**src/rtl/fle_pkg.sv**
```systemverilog
package fle_pkg;

   // Trigger level selector encodings (shared by both directions; meaning
   // of the fraction is mirrored for the transmit side).
   typedef enum logic [2:0] {
      LVL_RSV0 = 3'd0,
      LVL_QTR  = 3'd1,
      LVL_HALF = 3'd2,
      LVL_3QTR = 3'd3,
      LVL_RSV4 = 3'd4,
      LVL_EDGE = 3'd5,
      LVL_RSV6 = 3'd6,
      LVL_ONE  = 3'd7
   } lvl_sel_e;

   typedef enum logic {
      DIR_TX = 1'b0,
      DIR_RX = 1'b1
   } fifo_dir_e;

   typedef struct packed {
      logic not_full;
      logic empty;
   } fill_flags_t;

endpackage

```
**src/rtl/fle_level_match.sv**
```systemverilog
// Combinational decode of a fill count against the selected trigger level.
module fle_level_match
   import fle_pkg::*;
#(
   parameter int        DEPTH = 16,
   parameter int        CNT_W = 5,
   parameter fifo_dir_e DIR   = DIR_RX
) (
   input  logic [CNT_W-1:0] cnt,
   input  logic [2:0]       sel,
   output logic             hit
);

   localparam logic [CNT_W-1:0] LIM_QTR  = CNT_W'(DEPTH / 4);
   localparam logic [CNT_W-1:0] LIM_HALF = CNT_W'(DEPTH / 2);
   localparam logic [CNT_W-1:0] LIM_3QTR = CNT_W'((3 * DEPTH) / 4);
   localparam logic [CNT_W-1:0] LIM_FULL = CNT_W'(DEPTH);
   localparam logic [CNT_W-1:0] LIM_ONE  = CNT_W'(1);
   localparam logic [CNT_W-1:0] LIM_SPARE = CNT_W'(DEPTH - 1);

   generate
      if (DIR == DIR_RX) begin : g_rx
         // Receive side: fires as the FIFO fills up to the level.
         always_comb begin
            case (lvl_sel_e'(sel))
               LVL_QTR:  hit = (cnt >= LIM_QTR);
               LVL_HALF: hit = (cnt >= LIM_HALF);
               LVL_3QTR: hit = (cnt >= LIM_3QTR);
               LVL_EDGE: hit = (cnt == LIM_FULL);
               LVL_ONE:  hit = (cnt >= LIM_ONE);
               default:  hit = 1'b0;
            endcase
         end
      end else begin : g_tx
         // Transmit side: fires as the FIFO drains down to the level.
         always_comb begin
            case (lvl_sel_e'(sel))
               LVL_QTR:  hit = (cnt <= LIM_3QTR);
               LVL_HALF: hit = (cnt <= LIM_HALF);
               LVL_3QTR: hit = (cnt <= LIM_QTR);
               LVL_EDGE: hit = (cnt == '0);
               LVL_ONE:  hit = (cnt <= LIM_SPARE);
               default:  hit = 1'b0;
            endcase
         end
      end
   endgenerate

endmodule

```
**src/rtl/fle_cross.sv**
```systemverilog
// Crossing detector: remembers the previous count and pulses when the
// condition turns true under the selector present at this edge.
module fle_cross
   import fle_pkg::*;
#(
   parameter int        DEPTH = 16,
   parameter int        CNT_W = 5,
   parameter fifo_dir_e DIR   = DIR_RX
) (
   input  logic             clk,
   input  logic             rst_n,
   input  logic             flush,
   input  logic [CNT_W-1:0] cnt,
   input  logic [2:0]       sel,
   output logic             evt
);

   logic [CNT_W-1:0] ref_q;
   logic             hit_now;
   logic             hit_ref;
   logic             evt_q;

   fle_level_match #(.DEPTH(DEPTH), .CNT_W(CNT_W), .DIR(DIR)) u_now (
      .cnt (cnt),
      .sel (sel),
      .hit (hit_now)
   );

   fle_level_match #(.DEPTH(DEPTH), .CNT_W(CNT_W), .DIR(DIR)) u_ref (
      .cnt (ref_q),
      .sel (sel),
      .hit (hit_ref)
   );

   always_ff @(posedge clk or negedge rst_n) begin
      if (!rst_n) begin
         ref_q <= '0;
         evt_q <= 1'b0;
      end else begin
         ref_q <= cnt;
         evt_q <= hit_now & ~hit_ref & ~flush;
      end
   end

   assign evt = evt_q;

endmodule

```
**src/rtl/fle_fill_flags.sv**
```systemverilog
// Registered full/empty status for one FIFO.
module fle_fill_flags
   import fle_pkg::*;
#(
   parameter int DEPTH = 16,
   parameter int CNT_W = 5
) (
   input  logic             clk,
   input  logic             rst_n,
   input  logic [CNT_W-1:0] cnt,
   output fill_flags_t      flags
);

   localparam logic [CNT_W-1:0] LIM_FULL = CNT_W'(DEPTH);

   fill_flags_t flags_q;

   always_ff @(posedge clk or negedge rst_n) begin
      if (!rst_n) begin
         flags_q <= '{not_full: 1'b1, empty: 1'b1};
      end else begin
         flags_q.not_full <= (cnt != LIM_FULL);
         flags_q.empty    <= (cnt == '0);
      end
   end

   assign flags = flags_q;

endmodule

```
**src/rtl/fifo_lvl_evt.sv**
```systemverilog
module fifo_lvl_evt
   import fle_pkg::*;
#(
   parameter int DEPTH = 16,
   localparam int CNT_W = $clog2(DEPTH + 1)
) (
   input  logic             clk,
   input  logic             rst_n,
   input  logic             flush,
   input  logic [CNT_W-1:0] tx_count,
   input  logic [CNT_W-1:0] rx_count,
   input  logic [2:0]       tx_sel,
   input  logic [2:0]       rx_sel,
   output logic             tx_evt,
   output logic             rx_evt,
   output logic             tx_not_full,
   output logic             tx_empty,
   output logic             rx_not_full,
   output logic             rx_empty
);

   localparam int NDIR = 2;

   generate
      if (DEPTH < 4 || (DEPTH % 4) != 0) begin : g_bad_depth
         $error("fifo_lvl_evt: DEPTH must be a multiple of 4 and at least 4");
      end
   endgenerate

   logic [CNT_W-1:0] cnt_a [NDIR];
   logic [2:0]       sel_a [NDIR];
   logic             evt_a [NDIR];
   fill_flags_t      flg_a [NDIR];

   // Index 0 is transmit, index 1 is receive (matches fifo_dir_e).
   assign cnt_a[0] = tx_count;
   assign cnt_a[1] = rx_count;
   assign sel_a[0] = tx_sel;
   assign sel_a[1] = rx_sel;

   generate
      for (genvar d = 0; d < NDIR; d++) begin : g_dir
         fle_cross #(
            .DEPTH (DEPTH),
            .CNT_W (CNT_W),
            .DIR   (fifo_dir_e'(d))
         ) u_cross (
            .clk   (clk),
            .rst_n (rst_n),
            .flush (flush),
            .cnt   (cnt_a[d]),
            .sel   (sel_a[d]),
            .evt   (evt_a[d])
         );

         fle_fill_flags #(
            .DEPTH (DEPTH),
            .CNT_W (CNT_W)
         ) u_flags (
            .clk   (clk),
            .rst_n (rst_n),
            .cnt   (cnt_a[d]),
            .flags (flg_a[d])
         );
      end
   endgenerate

   assign tx_evt      = evt_a[0];
   assign rx_evt      = evt_a[1];
   assign tx_not_full = flg_a[0].not_full;
   assign tx_empty    = flg_a[0].empty;
   assign rx_not_full = flg_a[1].not_full;
   assign rx_empty    = flg_a[1].empty;

endmodule

```
**config.mk**
```make
export PLATFORM = sky130hd
export DESIGN_NAME = fifo_lvl_evt
export DESIGN_NICKNAME = d
export VERILOG_FILES = /design/src/rtl/fle_pkg.sv /design/src/rtl/fle_level_match.sv /design/src/rtl/fle_cross.sv /design/src/rtl/fle_fill_flags.sv /design/src/rtl/fifo_lvl_evt.sv
export SDC_FILE = /design/constraint.sdc
export NUM_CORES = 1
export LEC_CHECK = 0
export ABC_AREA = 1
export BUFFER_PORTS_ARGS = -buffer_cell sky130_fd_sc_hd__buf_2
export CELL_PAD_IN_SITES_DETAIL_PLACEMENT = 0
export CELL_PAD_IN_SITES_GLOBAL_PLACEMENT = 1
export CORE_MARGIN = 5
export CORE_UTILIZATION = 37
export DETAILED_ROUTE_END_ITERATION = 6
export GPL_TIMING_DRIVEN = 0
export PLACE_DENSITY_LB_ADDON = 0.1
export RECOVER_POWER = 25
export SYNTH_ARGS = -nofsm -noshare
export SYNTH_HDL_FRONTEND = slang
export SYNTH_SLANG_ARGS = --single-unit
```
**constraint.sdc**
```tcl
create_clock -name clk -period 2.1 [get_ports clk]
set_clock_uncertainty 0.2 [all_clocks]
set_input_delay 0.21 -clock clk [delete_from_list [all_inputs] [get_ports clk]]
set_output_delay 0.21 -clock clk [all_outputs]
set_load 0.01 [all_outputs]
```
## After elaboration in Yosys (flattened, before gate mapping)

Cells that the tools add are included.

| cells by class | value |
|---|---|
| add/sub/neg operators | 0 |
| $mul | 0 |
| divide/modulo/power cells | 0 |
| magnitude comparators | 16 |
| eq/ne operators | 14 |
| shifts and indexed selects | 0 |
| mux-type cells | 4 |
| bitwise operators | 7 |
| reduce and logical (&&, ||, !) cells | 3 |

Operator list:

| cell | number |
|---|---|
| $le 5x4->1 const B | 6 |
| $ge 5x4->1 const B | 4 |
| $pmux 1 s5 | 4 |
| $logic_not 5->1 | 3 |
| $eq 3x2->1 const B | 4 |
| $eq 3x3->1 const B | 4 |
| $eq 5x5->1 const B | 2 |
| $ge 5x1->1 const B | 2 |
| $ge 5x3->1 const B | 2 |
| $le 5x3->1 const B | 2 |
| $ne 5x5->1 const B | 2 |
| $eq 3x1->1 const B | 2 |
| $and 1x1->1 | 4 |
| $not 1->1 | 3 |

| storage, ports and cells | value |
|---|---|
| register bits | 16 |
| latch bits | 0 |
| memory bits (writable) | 0 |
| bits in read-only memories | 0 |
| input bits | 19 |
| output and inout port bits | 6 |
| memories kept | 0 |

## Logic depth before layout (Yosys ltp)

Gate-level depths: netlist of run 1.

| logic depth | value |
|---|---|
| depth in word-level cells | 5 |
| gate-level depth with buffers | 8 |

## Hierarchy

Synthesis of run 1 repeated with hierarchy kept, for this count alone.

| unflattened totals | value |
|---|---|
| cell total of the unflattened synthesis | 154 |
| area, all modules | 993.5 µm² |

Modules (own cells, without submodules):

| module | times used | cells an instance | area an instance (µm²) | sequential area each (µm²) |
|---|---|---|---|---|
| fle_cross | 2 | 9 | 163.9 | 150.1 |
| fle_level_match at g_dir[0].u_cross.u_now ... | 2 | 35 | 147.6 | 0.0 |
| fle_level_match at g_dir[1].u_cross.u_now ... | 2 | 26 | 112.6 | 0.0 |
| fle_fill_flags | 2 | 7 | 72.6 | 52.6 |

## Worst setup path after synthesis of run 1

No wires, ideal clock.

| path | value |
|---|---|
| path kind | flip-flop to flip-flop |
| start | register g_dir[0].u_cross.ref_q[4] |
| end | register g_dir[0].u_cross.evt_q |
| arrival time | 0.822 ns |
| data required time | 1.783 ns |
| slack | 0.962 ns |
| cell stages (with the launch flop) | 9 |
| path buffers | 0 |
| path through | dfrtp_1 > inv_1 > nand2_1 > nor2_1 > nand2_1 > nand2_1 > nand2_1 > nand3_1 > nor2_1 |

| between the ends | value |
|---|---|
| word-level cells in the longest chain between the ends | 5 |
| elaborated cells on any way between the ends | 9 |
| classes of those cells | order compare (4); mux (1); bitwise (3); reduce/logical (1) |

Ends and longest elaborated chain:

| element | line | source |
|---|---|---|
| start, declared | fle_cross.sv:18 | `logic [CNT_W-1:0] ref_q;` |
| start signal, assigned | fle_cross.sv:40 | `ref_q <= cnt;` |
| $le 5x4->1, or another cell as far along | fle_level_match.sv:42 | `LVL_ONE: hit = (cnt <= LIM_SPARE);` |
| $pmux 1 s5 * | fle_level_match.sv:37 | `case (lvl_sel_e'(sel))` |
| $not 1->1 * | fle_cross.sv:41 | `evt_q <= hit_now & ~hit_ref & ~flush;` |
| $and 1x1->1 * (2 in series) | fle_cross.sv:41 |  |
| end signal, assigned | fle_cross.sv:41 |  |
| end, declared | fle_cross.sv:21 | `logic evt_q;` |

Mark *: on every way between the ends. The rest lies on a longest branch, timed or not.

## Worst setup path after layout of run 1

| path | value |
|---|---|
| start | input port tx_count[1] |
| end | register g_dir[0].u_cross.evt_q |

| between the ends | value |
|---|---|
| word-level cells in the longest chain between the ends | 4 |
| elaborated cells on any way between the ends | 8 |
| classes of those cells | order compare (4); mux (1); bitwise (2); reduce/logical (1) |

Ends and longest elaborated chain:

| element | line | source |
|---|---|---|
| start, declared | fifo_lvl_evt.sv:10 | `input logic [CNT_W-1:0] tx_count,` |
| $le 5x4->1, or another cell as far along | fle_level_match.sv:42 |  |
| $pmux 1 s5 * | fle_level_match.sv:37 |  |
| $and 1x1->1 * (2 in series) | fle_cross.sv:41 |  |

Marked as above.

==> results.cfg, run 1 <==
[layout]
nNetsFinal = 182
layout_common_cells = nand2_1 (39), inv_1 (24), buf_2 (22)
area_growth_pct = 34.1
fillers = 232
layout-drive-gt1-share_pct = 22.2
layout_commonest_cell = nand2_1
diodes = 0

[clocking]
postCtsSetupBuffers = 0
clk_pin_slew_ns = 0.09
cts_root_buffer = clkbuf_4
numCtsBuffers = 3
clk_latency_ns = 0.28
cts_buffer_depth = 2
cts_tree = yes
clkSinkCount = 16
htree_num_levels = 1

[synth]
syn_area_um2 = 866
synth_top_area_share_pct = 34.7
netlist_instances = 124
synth_warnings = 0
synth_cell_types = 18
avgSynthCellArea_um2 = 6.98
synth_top_area_cell = dfrtp_1
syn-num-nets = 143
synthTopCellsByArea = dfrtp_1 (35%), nand2_1 (17%), dfstp_2 (12%)
synth_seq_area_share_pct = 46.8
ys_seq_elements = 16

[die]
ios = 25
die_area_um2 = 3410
die_w_um = 58.4
core_area_um2 = 2230
initial_core_util_pct = 38.8
row_count = 17
die_y_um = 58.4

[place]
pre_cts_ws_ns = 0.848
routabilityCongestion = 0.682
io_buffer_count = 23
dp_hpwl_um = 1450

[min_path]
worstHoldStart = rx_sel[0]
holdPathEnd = g_dir[1].u_cross.evt
whs_path_depth = 4
hold_class = input pin to flip-flop

[timing]
max_slew_margin_pct = 46.7
tightestPinTransition_ns = 0.800
setup_viol = 0
fin_crit_sh_pct = 71.4
finalSetupTns_ns = 0
setup_slack_ns = 0.600
rsz0062_at_grt = false
max_freq_mhz = 667
final_hold_viol_count = 0
slew_violations = 0
period_needed_ns = 1.50

[drt]
via_per_inst = 4.29
drt-total-wl_um = 1850
drtIter0Drc = 10
drc_errors = 0
wire_per_inst_um = 9.74
ant_nets = 0
dr.pass1.iters = 4
vias = 815

[status]
status = completed

[worst_setup_path]
end_kind = flip-flop
path_max_fanout = 5
arrival_ns = 1.51
worstPathRequired_ns = 2.11
worst-setup-path-type = input pin to flip-flop
worstRegToRegCells = 8
reg2reg_to = g_dir[0].u_cross.evt
startpoint_type = input pin
rr_startpoint = g_dir[0].u_cross.ref_q[1]
r2r_slack_ns = 0.85

[pwr]
switchingPower_uw = 157
p_leak_uw = 0.000646
share_seq_of_total_power_pct = 51.5
combPwrFrac_pct = 17.6
p_clk_share_pct = 30.9
switching_share_pct = 24.8
internal_power_uw = 477
peakVddDrop_mv = 0.409
power_density_nw_per_um2 = 545

[grt]
grt_pass1_vias = 818
grt.total_usage_pct = 12.6
grt-ovfl-total = 0
antenna_found_initial = 0
grt_max_degree = 17
grt_pass1_wl_um = 3340

[flow_run]
cap_violations = 0
## sequential cells by signal (all words and copies together) (netlist names)
register	count
g_dir.u_cross.ref_q	10
g_dir.u_cross.evt	2
g_dir.u_flags.flags	4
## cell usage after synthesis
cell and n:
nand4_1 2, a21oi_1 2, o21ai_1 1, nand2_2 1
dfstp_2 4, inv_2 1, nand2_1 39, nor2_2 2
nand3b_1 1, inv_1 24, buf_6 1, o21bai_1 1
o21ai_0 2, nor2_4 1, dfrtp_1 12, nor3_1 2
nand3_1 9, nor2_1 19
## per-stage QoR
stage	util (%)	hold WS [ns]	instances	cell area [um^2]	power, uW
global route	52.0	0.0205	190	1160	670
finish	52.0	0.0189	190	1160	633
floorplan	-	-0.286	124	866	386
global placement	45.5	-0.0707	175	1020	428
CTS	52.0	0.0135	190	1160	641
detailed placement	45.5	-0.0694	175	1020	429
## critical path, stage by stage
cell and delay (ns):
dlygate4sd3_1 0.53, buf_2 0.13, nor2_2 0.20, nand3_1 0.12
a21oi_1 0.16, nor2_1 0.06, nor2_1 0.10
## layout make-up
class	instances	area, um^2	area share, %
buffer	1	11.3	0.970
sequential	16	405	34.9
multi-input combinational	82	355	30.6
tap	28	35.0	3.02
clock buffer	4	36.3	3.13
timing repair buffer	34	224	19.3
inverter	25	93.8	8.08
## power by group through the flow
stage / registers [uW] / logic [uW] / clock network [uW]
4_1_cts: 326 / 113 / 202
5_1_grt: 328 / 129 / 213
2_1_floorplan: 333 / 52.7 / 0
3_3_place_gp: 332 / 95.9 / 0
3_5_place_dp: 332 / 96.7 / 0
6_report: 326 / 112 / 195
## worst max-delay path by stage
| stage | startpoint | endpoint | slack [ns] | cells after the start |
|---|---|---|---|---|
| floorplan | g_dir[0].u_cross.ref_q[4] | g_dir[0].u_cross.evt | 0.96 | 8 |
| global placement | g_dir[0].u_cross.ref_q[0] | g_dir[0].u_cross.evt | 0.85 | 8 |
| detailed placement | tx_count[1] | g_dir[0].u_cross.evt | 0.85 | 6 |
| CTS | tx_count[1] | g_dir[0].u_cross.evt | 0.60 | 7 |
| global route | rx_count[1] | g_dir[1].u_cross.evt | 0.48 | 9 |
| finish | tx_count[1] | g_dir[0].u_cross.evt | 0.60 | 7 |
## cell families (layout without fill, tap and decap cells)
kind of cell / after synthesis / in the layout / synth area share, %
compound gates: 6 / 6 / 3.76
buf+inv: 26 / 64 / 12.1
flops: 16 / 16 / 46.8
simple gates: 76 / 76 / 37.3
## layer usage
layer  up-vias  global-route usage, %  share of wire [%]
met5         -                      0                  0
met4         0                   5.96               0.65
met3         2                   1.54                3.5
met2        13                   21.5                 47
met1       354                   15.8                 49
li1        446                      -                  -
## repair_timing
| action | in CTS | in global routing |
|---|---|---|
| gates resized for setup | 0 | 0 |
| hold buffers | 11 | 0 |
| endpoints found under the hold margin | 29 | 0 |
(Power assumes the default switching activity.)
==> run 2, diff against run 1 <==
--- a/config.mk
+++ b/config.mk
@@ -10,7 +10,7 @@
 export CELL_PAD_IN_SITES_DETAIL_PLACEMENT = 0
 export CELL_PAD_IN_SITES_GLOBAL_PLACEMENT = 1
 export CORE_MARGIN = 5
-export CORE_UTILIZATION = 37
+export CORE_UTILIZATION = 34
 export DETAILED_ROUTE_END_ITERATION = 6
 export GPL_TIMING_DRIVEN = 0
 export PLACE_DENSITY_LB_ADDON = 0.1
==> constraint.sdc (replaced) <==
create_clock -name clk -period 1.4 [get_ports clk]
set_clock_uncertainty 0.2 [all_clocks]
set_input_delay 0.14 -clock clk [delete_from_list [all_inputs] [get_ports clk]]
set_output_delay 0.14 -clock clk [all_outputs]
set_load 0.01 [all_outputs]
==> results.cfg, run 2 (synthesis results as in run 1) <==
[drt]
via_per_inst = 4.39
vias = 857
dr.pass1.iters = 4
drt-total-wl_um = 2030
ant_nets = 0
wire_per_inst_um = 10.4
drtIter0Drc = 32
drc_errors = 0

[layout]
final_cells = 195
postLayoutCellArea_um2 = 1230
nNetsFinal = 185
layout_common_cells = nand2_1 (38), inv_1 (24), buf_2 (20)
layout-drive-gt1-share_pct = 24.2
area_growth_pct = 42.1
largest_register_ffs = 10
layout_commonest_cell = nand2_1
diodes = 0
top_register = g_dir.u_cross.ref_q

[pwr]
peakVddDrop_mv = 0.616
finalPower_uw = 975
p_leak_uw = 0.000670
power_density_nw_per_um2 = 793

[timing]
timing.hold.ws_ns = -0.169
rsz0062_at_grt = false
tightestPinTransition_ns = 0.810
slew_violations = 0
finalSetupTns_ns = 0
setup_viol = 0
max_freq_mhz = 762
final_hold_viol_count = 3
fin_crit_sh_pct = 93.7
max_slew_margin_pct = 46.0
period_needed_ns = 1.31

[worst_setup_path]
end_kind = flip-flop
crit_path_max_incr_delay_ns = 0.53
arrival_ns = 1.30
critPathTopFamily = buffers and inverters
slowest_stage = dlygate4sd3_1
critical_path_buf_inv_count = 2
worstPathRequired_ns = 1.39
worst-setup-path-type = input pin to flip-flop
path_max_fanout = 4
startpoint_type = input pin
cp_cell_sequence = dlygate4sd3_1 -> buf_2 -> nor2_4 -> nand3b_1 -> nand3_1 -> nor2_1 -> nor2_1 -> nor2_1
critPathMostFrequentCell = nor2_1

[clocking]
numCtsBuffers = 3
clk_pin_slew_ns = 0.09
cts_tree = yes
cts_buffer_depth = 2
htree_num_levels = 1
clkSinkCount = 16
cts_root_buffer = clkbuf_4
clk_latency_ns = 0.28

[die]
row_count = 18
ios = 25
die_area_um2 = 3660
die_w_um = 60.5
die_y_um = 60.5
core_area_um2 = 2450
initial_core_util_pct = 35.3

[grt]
grt_max_degree = 17
grt_pass1_vias = 819
grt_pass1_wl_um = 3350
grt.total_usage_pct = 12.3
grt-ovfl-total = 0
antenna_found_initial = 0

[place]
routabilityCongestion = 0.775
dp_hpwl_um = 1560
placed_area_um2 = 1020
place_inst = 177
io_buffer_count = 23

[min_path]
hold_class = input pin to flip-flop

[status]
violations = negative hold slack
status = finished with violations

[flow_run]
cap_violations = 0
==> run 2: changes by cell type in the layout (fill, tap and decap cells not counted) <==
cell and delta:
nand3_1 -2, nand2_2 +1, buf_2 -2, nor2_1 -2, buf_4 +1, nor2_4 +3, nor2_2 -1, nand3_2 +2
dlymetal6s4s_1 +1, o21ai_0 -1, clkbuf_1 +1, nand2_1 -1, o21ai_1 +1, dlygate4sd3_1 +2
==> run 2: layout make-up <==
cell class	instances	area, um^2
multi-input cells	82	388
fillers	256	1220
clock buffers	4	36.3
repair buffers	37	258
well taps	30	37.5
inverters	25	93.8
plain buffers	1	11.3
flip-flops and latches	16	405
==> run 2: power breakdown <==
group          internal, uW  switching (uW)  total (uW)
sequential              482            8.04         490
clock                   158             139         298
combinational          84.3             103         187
==> run 2: worst paths after layout <==
path / start / depth (start not counted) / endpoint / slack [ns]
setup / recovery: rx_count[2] / 8 / g_dir[1].u_cross.evt / 0.09
hold / removal: rx_count[3] / 1 / g_dir[1].u_cross.ref_q[3] / -0.17
setup reg to reg: g_dir[1].u_cross.ref_q[3] / 7 / g_dir[1].u_cross.evt / 0.11
hold reg to reg: g_dir[0].u_cross.ref_q[3] / 4 / g_dir[0].u_cross.evt / 0.49
max in group asynchronous: rst_n / 2 / g_dir[0].u_cross.evt / 0.25
min in group asynchronous: rst_n / 2 / g_dir[1].u_cross.ref_q[1] / 0.25
==> run 2: stage by stage <==
step	hold slack [ns]	utilization [%]	worst slack, ns
floorplan	-0.356	-	0.262
global placement	-0.139	41.5	0.133
detailed placement	-0.133	41.5	0.123
CTS	-0.228	47.5	0.0133
global route	-0.186	50.1	0.00440
finish	-0.169	50.1	0.0877
==> run 2: routing by layer <==
metal	wire, um	global-route usage [%]
met1	1010	17.2
met5	0	0
met4	31	6.19
met2	914	19.0
met3	71	1.28
==> run 2: what timing repair did <==
item / 4_1_cts / 5_1_grt
resized for setup: 0 / 10
hold endpoints to repair: 31 / 5
setup endpoints to repair: 0 / 2
buffers inserted: 0 / 1
hold buffers: 11 / 3
